--- src/rtl/ppg_grp_pkg.sv ---
package ppg_grp_pkg;
    typedef enum logic {
        XFER_NORMAL = 1'b0,
        XFER_NONOVL = 1'b1
    } xfer_mode_e;
endpackage

--- src/rtl/ppg_cfg_regs.sv ---
module ppg_cfg_regs
    import ppg_grp_pkg::*;
#(
    parameter int GROUP_W = 4
) (
    input  logic               clk,
    input  logic               rst_n,
    input  logic               stage_we,
    input  logic [GROUP_W-1:0] stage_wdata,
    input  logic               mask_we,
    input  logic [GROUP_W-1:0] mask_wdata,
    input  logic               mode_we,
    input  logic               mode_wdata,
    input  logic               pol_we,
    input  logic               pol_wdata,
    output logic [GROUP_W-1:0] stage_q,
    output logic [GROUP_W-1:0] mask_q,
    output xfer_mode_e         mode_q,
    output logic               pol_q
);
    always_ff @(posedge clk) begin
        if (!rst_n) begin
            stage_q <= '0;
            mask_q  <= '0;
            mode_q  <= XFER_NORMAL;
            pol_q   <= 1'b1;
        end else begin
            if (stage_we) stage_q <= stage_wdata;
            if (mask_we)  mask_q  <= mask_wdata;
            if (mode_we)  mode_q  <= xfer_mode_e'(mode_wdata);
            if (pol_we)   pol_q   <= pol_wdata;
        end
    end


    stage_write_chk: assert property (@(posedge clk) disable iff (!rst_n)
        stage_we |=> (stage_q == $past(stage_wdata)));

    mode_hold_chk: assert property (@(posedge clk) disable iff (!rst_n)
        !mode_we |=> $stable(mode_q));
endmodule

--- src/rtl/ppg_xfer.sv ---
module ppg_xfer
    import ppg_grp_pkg::*;
#(
    parameter int GROUP_W = 4
) (
    input  logic               clk,
    input  logic               rst_n,
    input  xfer_mode_e         mode,
    input  logic [GROUP_W-1:0] stage,
    input  logic [GROUP_W-1:0] mask,
    input  logic               evt_a,
    input  logic               evt_b,
    output logic [GROUP_W-1:0] odr_q
);
    logic [GROUP_W-1:0] odr_nxt;

    for (genvar i = 0; i < GROUP_W; i++) begin : g_lane
        logic lane_nxt;
        always_comb begin
            lane_nxt = odr_q[i];
            unique case (mode)
                XFER_NORMAL: begin
                    if (mask[i] && evt_a) lane_nxt = stage[i];
                end
                XFER_NONOVL: begin
                    if (mask[i] && evt_a && !stage[i]) lane_nxt = 1'b0;
                    if (mask[i] && evt_b &&  stage[i]) lane_nxt = 1'b1;
                end
            endcase
        end
        assign odr_nxt[i] = lane_nxt;
    end

    always_ff @(posedge clk) begin
        if (!rst_n) odr_q <= '0;
        else        odr_q <= odr_nxt;
    end


    masked_hold_chk: assert property (@(posedge clk) disable iff (!rst_n)
        1'b1 |=> ((odr_q & ~$past(mask)) == ($past(odr_q) & ~$past(mask))));

    normal_idle_chk: assert property (@(posedge clk) disable iff (!rst_n)
        (mode == XFER_NORMAL && !evt_a) |=> $stable(odr_q));

    nov_a_no_rise_chk: assert property (@(posedge clk) disable iff (!rst_n)
        (mode == XFER_NONOVL && !evt_b) |=> ((odr_q & ~$past(odr_q)) == '0));

    nov_b_no_fall_chk: assert property (@(posedge clk) disable iff (!rst_n)
        (mode == XFER_NONOVL && !evt_a) |=> ((~odr_q & $past(odr_q)) == '0));

    nov_both_chk: assert property (@(posedge clk) disable iff (!rst_n)
        (mode == XFER_NONOVL && evt_a && evt_b) |=>
            ((odr_q & $past(mask)) == ($past(stage) & $past(mask))));
endmodule

--- src/rtl/ppg_pin_drv.sv ---
module ppg_pin_drv #(
    parameter int GROUP_W = 4
) (
    input  logic               clk,
    input  logic               rst_n,
    input  logic [GROUP_W-1:0] odr,
    input  logic               pol,
    output logic [GROUP_W-1:0] pins_q
);
    always_ff @(posedge clk) begin
        if (!rst_n)   pins_q <= '0;
        else if (pol) pins_q <= odr;
        else          pins_q <= ~odr;
    end


    direct_pin_chk: assert property (@(posedge clk) disable iff (!rst_n)
        pol |=> (pins_q == $past(odr)));

    inverted_pin_chk: assert property (@(posedge clk) disable iff (!rst_n)
        !pol |=> (pins_q == ~$past(odr)));
endmodule

--- src/rtl/ppg_nov_group.sv ---
module ppg_nov_group
    import ppg_grp_pkg::*;
#(
    parameter int GROUP_W = 4
) (
    input  logic               clk,
    input  logic               rst_n,
    input  logic               stage_we,
    input  logic [GROUP_W-1:0] stage_wdata,
    input  logic               mask_we,
    input  logic [GROUP_W-1:0] mask_wdata,
    input  logic               mode_we,
    input  logic               mode_wdata,
    input  logic               pol_we,
    input  logic               pol_wdata,
    input  logic               evt_a,
    input  logic               evt_b,
    output logic [GROUP_W-1:0] pulse_pins
);
    logic [GROUP_W-1:0] stage_q;
    logic [GROUP_W-1:0] mask_q;
    xfer_mode_e         mode_q;
    logic               pol_q;
    logic [GROUP_W-1:0] odr_q;

    ppg_cfg_regs #(.GROUP_W(GROUP_W)) i_cfg (
        .clk(clk), .rst_n(rst_n),
        .stage_we(stage_we), .stage_wdata(stage_wdata),
        .mask_we(mask_we), .mask_wdata(mask_wdata),
        .mode_we(mode_we), .mode_wdata(mode_wdata),
        .pol_we(pol_we), .pol_wdata(pol_wdata),
        .stage_q(stage_q), .mask_q(mask_q), .mode_q(mode_q), .pol_q(pol_q)
    );

    ppg_xfer #(.GROUP_W(GROUP_W)) i_xfer (
        .clk(clk), .rst_n(rst_n), .mode(mode_q), .stage(stage_q),
        .mask(mask_q), .evt_a(evt_a), .evt_b(evt_b), .odr_q(odr_q)
    );

    ppg_pin_drv #(.GROUP_W(GROUP_W)) i_pins (
        .clk(clk), .rst_n(rst_n), .odr(odr_q), .pol(pol_q), .pins_q(pulse_pins)
    );


    reset_exit_chk: assert property (@(posedge clk)
        $rose(rst_n) |-> (pulse_pins == '0 && mode_q == XFER_NORMAL && pol_q));
endmodule

--- config.mk ---
export PLATFORM = sky130hd
export DESIGN_NAME = ppg_nov_group
export DESIGN_NICKNAME = d
export VERILOG_FILES = /design/src/rtl/ppg_grp_pkg.sv /design/src/rtl/ppg_cfg_regs.sv /design/src/rtl/ppg_xfer.sv /design/src/rtl/ppg_pin_drv.sv /design/src/rtl/ppg_nov_group.sv
export SDC_FILE = /design/constraint.sdc
export NUM_CORES = 1
export LEC_CHECK = 0
export BUFFER_PORTS_ARGS = -buffer_cell sky130_fd_sc_hd__clkbuf_2
export CAP_MARGIN = 25
export CORE_MARGIN = 2
export CORE_UTILIZATION = 47
export DETAILED_ROUTE_END_ITERATION = 6
export PLACE_DENSITY_LB_ADDON = 0.1
export SYNTH_ARGS = -nofsm -noshare
export SYNTH_HDL_FRONTEND = slang
export SYNTH_HIERARCHICAL = 1
export SYNTH_SLANG_ARGS = --single-unit
--- constraint.sdc ---
create_clock -name clk -period 1.3 [get_ports clk]
set_clock_uncertainty 0.1 [all_clocks]
set_input_delay 0.26 -clock clk [delete_from_list [all_inputs] [get_ports clk]]
set_output_delay 0.26 -clock clk [all_outputs]
set_load 0.005 [all_outputs]
; ---- After elaboration in Yosys (flattened, before gate mapping)
; Cells that the tools add are included.
; Widths: inputs -> output; s select.
[classes]
n_reduce_logical = 24
n_eq_ne = 8
n_mux = 17
bitwise_logic = 2
[ops]
columns = op, count
row1 = $logic_and 1x1->1, 16
row2 = $mux 1, 12
row3 = $ne 3x1->1 const B, 4
row4 = $ne 2x1->1 const B, 4
row5 = $pmux 1 s2, 4
row6 = $reduce_and 2->1, 4
row7 = $logic_not 1->1, 4
row8 = $mux 4, 1
row9 = $not 4->4, 1
row10 = $not 1->1, 1
[totals]
out_inout_bits = 4
input_bits = 18
reg_bits = 18

; ---- Logic depth before layout (Yosys ltp)
; Gate-level depths: netlist of run 1.
[depth]
depth_word = 5
ltp_mapped = 3

; ---- By module
; Netlist of run 1, hierarchy kept.
[by_module_without_submodules]
columns = module, cells_per_inst, instances, area_per_inst_um2, seq_area_each_um2
row1 = ppg_cfg_regs, 32, 1, 382.9, 200.2
row2 = ppg_xfer, 22, 1, 181.4, 80.1
row3 = ppg_pin_drv, 13, 1, 151.4, 80.1

; ---- Worst setup path after synthesis of run 1
; Ideal clock, no wire load.
[synth_timing]
path_kind = register to register
from = register i_cfg.mode_q
to = register i_xfer.odr_q[0]
path_buffers = 0
period_less_slack_ps = 986
slack_ps = 314
setup_ps = 122
stages_incl_launch_ff = 4
arrival_ps = 764
required_ps = 1078
path_cell_list = dfxtp_1 -> mux2_4 -> nand2_2 -> o21ai_1
[synth_between]
elab_chain_len = 3
elab_cells_between_ends = 5
[synth_rtl]
columns = element, line_no
row1 = "start, declared", ppg_cfg_regs.sv:18  ; output xfer_mode_e mode_q,
row2 = "start signal, assigned", ppg_cfg_regs.sv:30  ; if (mode_we) mode_q <= xfer_mode_e'(mode_wdata);
row3 = $not 1->1, ppg_xfer.sv:21  ; unique case (mode)
row4 = $ne 2x1->1 (no source line), --
row5 = $reduce_and 2->1 (no source line), --
row6 = "end signal, assigned", ppg_xfer.sv:36  ; else odr_q <= odr_nxt;
row7 = "end, declared", ppg_xfer.sv:13  ; output logic [GROUP_W-1:0] odr_q
; Parallel ways exist; a longest one is shown, timed or not.
; A chain may end at the register's enable or synchronous reset.

; ---- Worst setup path in the final report of run 1
[layout_timing]
from = register i_pins.pins_q[3]
to = output pulse_pins[3]
[layout_rtl]
columns = element, line_no
row1 = "start, declared", ppg_pin_drv.sv:8  ; output logic [GROUP_W-1:0] pins_q
row2 = "start signal, assigned", ppg_pin_drv.sv:12  ; else if (pol) pins_q <= odr;
row3 = "start signal, assigned", ppg_pin_drv.sv:13  ; else pins_q <= ~odr;
row4 = "end, declared", ppg_nov_group.sv:18  ; output logic [GROUP_W-1:0] pulse_pins
; No word-level cell between the ends.

==> qor.yml, run 1 <==
floorplan:
  coreArea_sq_um: 1470
  die_w_um: 43.0
  die_area_sq_um: 1850
  die_h_um: 43.0
  initial_core_util: 0.486
  ios: 22
  num_rows: 14
worst_setup_path:
  crit_family: "flip-flops"
  critPathKind: "reg2out"
  slowest_delay_ns: 0.32
  cp.buffers_inverters: 1
  critPathCaptureType: "output pin"
  path_cells: "clkbuf_2"
  worstPathArrival_ns: 0.70
  critPathLaunch: "i_pins/pins_q[3]"
  critPathLaunchType: "flop"
  cp_slowest_cell: "dfxtp_1"
  r2r_start: "i_cfg/mode_q"
  crit_required_ns: 0.94
  worst-path-max-fanout: 1
global_route:
  grt-ovfl-total: 0
  grt_pass1_wl_um: 2000
  grt_max_degree: 20
  grt_usage: 0.146
  grt_pass1_vias: 492
  antenna_found_initial: 0
yosys:
  synth.avg_cell_area_sq_um: 10.7
  ys_ff_latch: 18
  synthAdderAreaFrac: 0
  synthSimpleGateAreaFrac: 0.170
  syn-instance-count: 67
  synth_xor_xnor_area_share: 0.0490
  synth_compound_area_frac: 0.0699
  synthesis.nets: 85
  ys_types: 11
  ys_warn_count: 6
  synth.cell_area_sq_um: 716
  muxShareOfSynthArea: 0.161
  ys_seq_area_frac: 0.503
  synth_top_family_by_area: "simple AND/OR/NAND/NOR gates"
timing:
  finalSetupViolCount: 0
  worst_slew_margin_rel: 0.785
  min_period_ns: 1.06
  slew_violations: 0
  finalCritPeriodShare: 0.812
  setup_tns_ns: 0
  fmax_mhz: 948
  hold_viol: 0
  grt_setup_unrepaired: "no"
  worstMarginPinSlew_ns: 0.322
  finalWorstSetupSlack_ns: 0.245
cts:
  clock_sinks: 18
  post-cts-setup-buffers: 0
  cts-resized-gates: 0
  cts_hold_buffers: 0
  clk_pin_slew_worst_paths_ns: 0.09
  cts_max_level: 1
  cts_buffers: 3
  cts_tree: "built"
  clock_latency_ns: 0.28
  cts_max_path_buffers: 2
  cts_root_buf: "clkbuf_4"
pwr:
  totalPowerFinal_uw: 952
  p_leak_uw: 0.000367
  clkPwrFrac: 0.270
  powerDensity_nw_per_um2: 1150
  internal-power_uw: 743
  comb_power_share: 0.104
  power_switching_uw: 209
  peakVddDrop_uv: 460
  seqPwrFrac: 0.626
  power_switching_share: 0.220
detailed_routing:
  drt_first_pass_iters: 2
  avgRoutedWirePerCell_um: 10.3
  drt-initial-drc-count: 4
  drc_errors: 0
  wl_um: 1070
  routed-via-count: 518
  viasPerCell: 4.98
  drtAntennaViolNets: 0
placement:
  place_ws_ns: 0.253
  place_area_sq_um: 807
  globalplace.congestion: 0.725
  portBuffers: 21
  dp_hpwl_um: 824
cells_and_area:
  area_growth_pct: 15.9
  nFillCells: 140
  multiInputGateArea_sq_um: 322
  fin_nets: 108
  diodes: 0
  seq_area_sq_um: 360
  fin_area_sq_um: 830
  drive_gt1_frac: 0.295
job:
  cap_violations: 0
outcome:
  status: "finished, final reports clean"
worst_hold_path:
  hp-start: "pol_wdata"
  hp-class: "in2reg"
==> path summary, 6_finish.rpt <==
| path | end | slack, ns | cells past startpoint |
|---|---|---|---|
| max | pulse_pins[3] | 0.24 | 1 |
| min reg2reg | i_xfer/odr_q[0] | 0.37 | 2 |
| max reg2reg | i_xfer/odr_q[0] | 0.24 | 3 |
| min | i_cfg/pol_q | 0.09 | 3 |
==> cell type report <==
type,count,share of cell area
flip-flops and latches,18,0.434
multi-input cells,46,0.388
repair buffers,21,0.127
clock buffers,3,0.0271
well taps,16,0.0241
==> layout by cell type (no fill, tap or decap), drive strengths merged <==
cell,n
dfxtp,18
clkbuf,24
and2,4
mux2i,10
xnor2,4
nor2b,9
mux2,1
o211ai,4
o21ai,4
nand2,10
==> cells by family after synthesis <==
group	after synthesis
and+or+nand+nor	23
DFF	18
muxes	11
AOI/OAI and AO/OA	8
xor gates and xnor gates	4
buffers and inverters	3
==> flip-flops by register name, indices dropped and copies added, names as in the netlist <==
signal,flops
i_cfg/stage_q,4
i_pins/pins_q,4
i_cfg/mode_q,1
i_xfer/odr_q,4
i_cfg/pol_q,1
i_cfg/mask_q,4
==> power groups by stage <==
stage	logic [uW]	clock network, uW	registers (uW)
final	99.3	257	596
after global routing	113	295	600
after CTS	101	274	596
after detailed placement	101	0	609
after global placement	97.7	0	609
after floorplan	67.7	0	603
==> synthesized netlist by cell type (all sizes together) <==
library cell  count  area, sq um
dfxtp            18          360
mux2i            10          100
nand2            10         40.0
nor2b             9         56.3
and2              4         25.0
o211ai            4         30.0
o21ai             4         20.0
xnor2             4         35.0
buf               3         33.8
mux2              1         15.0
==> metal layers <==
| layer | vias to the layer above | track usage | part of all wire |
|---|---|---|---|
| li1 | 266 | - | - |
| met1 | 238 | 0.164 | 0.46 |
| met2 | 14 | 0.252 | 0.48 |
| met3 | 0 | 0.0383 | 0.061 |
| met4 | 0 | 0.0727 | 0 |
| met5 | - | 0 | 0 |
==> stage by stage <==
step / util / std cells / hold WS [ns]
finish: 0.564 / 104 / 0.0897
CTS: 0.564 / 104 / 0.0815
global placement: 0.548 / 101 / 0.361
global route: 0.564 / 104 / 0.117
detailed placement: 0.548 / 101 / 0.366
floorplan: - / 67 / 0.222
Power figures use the tool's default switching activity.
==> run 2: changes to the inputs <==
--- a/config.mk
+++ b/config.mk
@@ -5,10 +5,11 @@
 export SDC_FILE = /design/constraint.sdc
 export NUM_CORES = 1
 export LEC_CHECK = 0
+export ABC_AREA = 1
 export BUFFER_PORTS_ARGS = -buffer_cell sky130_fd_sc_hd__clkbuf_2
 export CAP_MARGIN = 25
 export CORE_MARGIN = 2
-export CORE_UTILIZATION = 47
+export CORE_UTILIZATION = 49
 export DETAILED_ROUTE_END_ITERATION = 6
 export PLACE_DENSITY_LB_ADDON = 0.1
 export SYNTH_ARGS = -nofsm -noshare
==> constraint.sdc (replaced) <==
create_clock -name clk -period 1 [get_ports clk]
set_clock_uncertainty 0.1 [all_clocks]
set_input_delay 0.2 -clock clk [delete_from_list [all_inputs] [get_ports clk]]
set_output_delay 0.2 -clock clk [all_outputs]
set_load 0.005 [all_outputs]
==> run 2 against run 1 <==
Effect of this change: the flow now finishes with violations (setup timing); worst hold slack worse by 0.059 ns; worst setup slack got worse by 0.26 ns; total power rose by 46%; via count rose by 41%; final area up 13%; sequential share of layout area shrank 5.0 points; synthesized cell count grew 85%; largest cell class unchanged; non-clock buffer count stayed put; combinational power up 76%; routed wire length increased by 27%.
==> qor.yml, run 2 <==
outcome:
  status: "finished with violations"
  violations: "setup timing"
worst_setup_path:
  path_cells: "buf_6"
  worstPathArrival_ns: 0.71  # about the same
  crit_end: "pulse_pins[0]"
  critPathKind: "reg2out"
  cp_slowest_cell: "dfxtp_2"
  critPathCaptureType: "output pin"
  r2r_setup_slack_ns: 0.15  # -0.09 ns
  crit_family: "flip-flops"
  critPathLaunchType: "flop"
  r2r_cells: 4  # +1
  cp.buffers_inverters: 1  # unchanged
  crit_required_ns: 0.70  # -0.24 ns
  critPathLaunch: "i_pins/pins_q[0]"
  worst-path-max-fanout: 1  # unchanged
  r2r_start: "i_cfg/mode_q"
  crit_cells: 1  # unchanged
  slowest_delay_ns: 0.33  # about the same
  rr_endpoint: "i_xfer/odr_q[1]"
placement:
  place_area_sq_um: 896  # +11%
  dp_hpwl_um: 1030  # +25%
  globalplace.congestion: 0.696  # -4.0%
  portBuffers: 21  # unchanged
cts:
  cts_root_buf: "clkbuf_4"
  clock_sinks: 18  # unchanged
  cts_max_path_buffers: 2  # unchanged
  cts_hold_buffers: 0  # unchanged
  cts_tree: "built"
  cts_buffers: 3  # unchanged
  clk_pin_slew_worst_paths_ns: 0.10  # about the same
  clock_latency_ns: 0.28  # about the same
  cts_max_level: 1  # unchanged
yosys:
  ys_seq_area_frac: 0.447  # -0.0570
  ys.flop_type: "dfxtp_1"
  synthesis.nets: 142  # +67%
  syn-instance-count: 124  # +85%
  ys_warn_count: 6  # unchanged
  synth.avg_cell_area_sq_um: 6.51  # -39%
  synthTopCellsByArea: "dfxtp_1 (45%), nand2_1 (21%), nor2_1 (10%), inv_1 (9.3%), nand3_1 (3.1%)"
  yosys.area.top_type_share: 0.447  # -0.0570
  ys_types: 11  # unchanged
  yosys-top-cells-count: "nand2_1 (45), nor2_1 (22), inv_1 (20), dfxtp_1 (18), nand3_1 (5)"
  synth.cell_area_sq_um: 807  # +13%
  post-synth-top-count-cell: "nand2_1"
  async_reset_ff_frac: 0  # unchanged
  ys_ff_latch: 18  # unchanged
  synth_edf_count: 0  # unchanged
  yosysTopAreaCell: "dfxtp_1"
detailed_routing:
  drc_errors: 0  # unchanged
  drtAntennaViolNets: 0  # unchanged
  drt_first_pass_iters: 5  # +3
  routed-via-count: 731  # +41%
  drt-initial-drc-count: 10  # +6
  avgRoutedWirePerCell_um: 8.40  # -19%
  viasPerCell: 4.51  # -9.4%
  wl_um: 1360  # +27%
pwr:
  power_switching_share: 0.240  # +0.0207
  peakVddDrop_uv: 841  # +83%
  seqPwrFrac: 0.561  # -0.065
  power_switching_uw: 334  # +60%
  clkPwrFrac: 0.313  # +0.043
  powerDensity_nw_per_um2: 1480  # +29%
  comb_power_share: 0.126  # +0.022
  internal-power_uw: 1060  # +42%
  p_leak_uw: 0.000510  # +39%
global_route:
  grt_util_met1: 0.197  # +0.0326
  grt_pass1_vias: 592  # +20%
  grt_pass1_wl_um: 2300  # +15%
  gr-usage-met2: 0.255  # +0.00356
  antenna_found_initial: 0  # unchanged
  grt_usage: 0.160  # +0.0144
  grt-ovfl-total: 0  # unchanged
  grtUsageMet3: 0.0367  # -0.00156
  grt_max_degree: 19  # -5.0%
  grt_busiest_layer: "met2"
timing:
  fmax_mhz: 986
  finalWorstSetupSlack_ns: -0.0146  # -0.260 ns
  min_period_ns: 1.01
  finalSetupViolCount: 4  # +4
  worst_slew_margin_rel: 0.769  # -0.0160
  grt_setup_unrepaired: "yes"
  worstMarginPinSlew_ns: 0.346  # +0.0241 ns
  slew_violations: 0  # unchanged
  finalCritPeriodShare: 1.01
  hold_viol: 0  # unchanged
cells_and_area:
  final_cell_mix: "nand2_1 (45), nor2_1 (22), inv_1 (20), clkbuf_2 (20), dfxtp_1 (17)"
  post-route-util: 0.617  # +0.0528
  fin_area_sq_um: 940  # +13%
  area_growth_pct: 16.4
  diodes: 0  # unchanged
  final_common_cell: "nand2_1"
  drive_gt1_frac: 0.226  # -0.0694
  nFillCells: 157  # +12%
  fin_nets: 165  # +53%
worst_hold_path:
  hp-class: "in2reg"
job:
  cap_violations: 0  # unchanged
floorplan:
  num_rows: 14  # unchanged
  die_w_um: 44.6  # +3.6%
  initial_core_util: 0.530  # +0.0432
  die_h_um: 44.6  # +3.6%
  die_area_sq_um: 1990  # +7.4%
  ios: 22  # unchanged
  coreArea_sq_um: 1520  # +3.6%
==> run 2: power by group through the flow <==
| stage | sequential (uW) | combinational, uW | clock (uW) |
|---|---|---|---|
| after floorplan | 791 | 122 | 0 |
| after global placement | 794 | 168 | 0 |
| after detailed placement | 795 | 174 | 0 |
| after CTS | 779 | 175 | 460 |
| after global routing | 785 | 205 | 502 |
| final | 779 | 175 | 435 |
==> run 2: timing repair <==
item                                    in CTS  in global routing
endpoints found under the setup margin       4                  4
cloned                                       0                  0
setup buffers                                0                  0
resized for setup                            0                  2
==> run 2: logic make-up (layout without fill, tap and decap cells) <==
| family | after synthesis | count (layout) | synth area share |
|---|---|---|---|
| AO/OA/AOI/OAI | 4 | 4 | 0.0248 |
| buffers and inverters | 25 | 47 | 0.147 |
| flip-flops | 18 | 18 | 0.447 |
| AND/OR/NAND/NOR | 77 | 77 | 0.381 |
==> run 2: cell type report <==
cell class,instances,area [sq um],share of cell area
timing repair buffer,21,111,0.119
sequential,18,362,0.385
inverter,22,82.6,0.0879
multi-input combinational,81,328,0.349
tap,16,20.0,0.0213
clock buffer,4,36.3,0.0386
==> run 2: how the worst min path moves through the flow <==
stage / startpoint / end / slack, ns / depth (start not counted)
global route: pol_wdata / i_cfg/pol_q / 0.02 / 3
global placement: pol_wdata / i_cfg/pol_q / 0.31 / 3
detailed placement: pol_wdata / i_cfg/pol_q / 0.33 / 3
floorplan: pol_wdata / i_cfg/pol_q / 0.22 / 2
finish: pol_wdata / i_cfg/pol_q / 0.03 / 3
CTS: pol_wdata / i_cfg/pol_q / 0.02 / 3
==> run 2: routing by layer <==
metal  vias up  routed length [um]
met5         -                   0
met4         0                   0
met3         0                  47
met2        16                 633
met1       311                 679
li1        404                   -
==> run 2: per-stage QoR <==
stage | cells | hold WS [ns] | power (uW) | TNS [ns] | setup slack, ns
after global placement | 158 | 0.309 | 961 | 0 | 0.133
final | 162 | 0.0309 | 1390 | -0.0177 | -0.0146
after global routing | 162 | 0.0244 | 1490 | -0.216 | -0.0592
after CTS | 162 | 0.0225 | 1410 | -0.0764 | -0.0216
after detailed placement | 158 | 0.331 | 969 | 0 | 0.106
after floorplan | 124 | 0.222 | 913 | 0 | 0.235
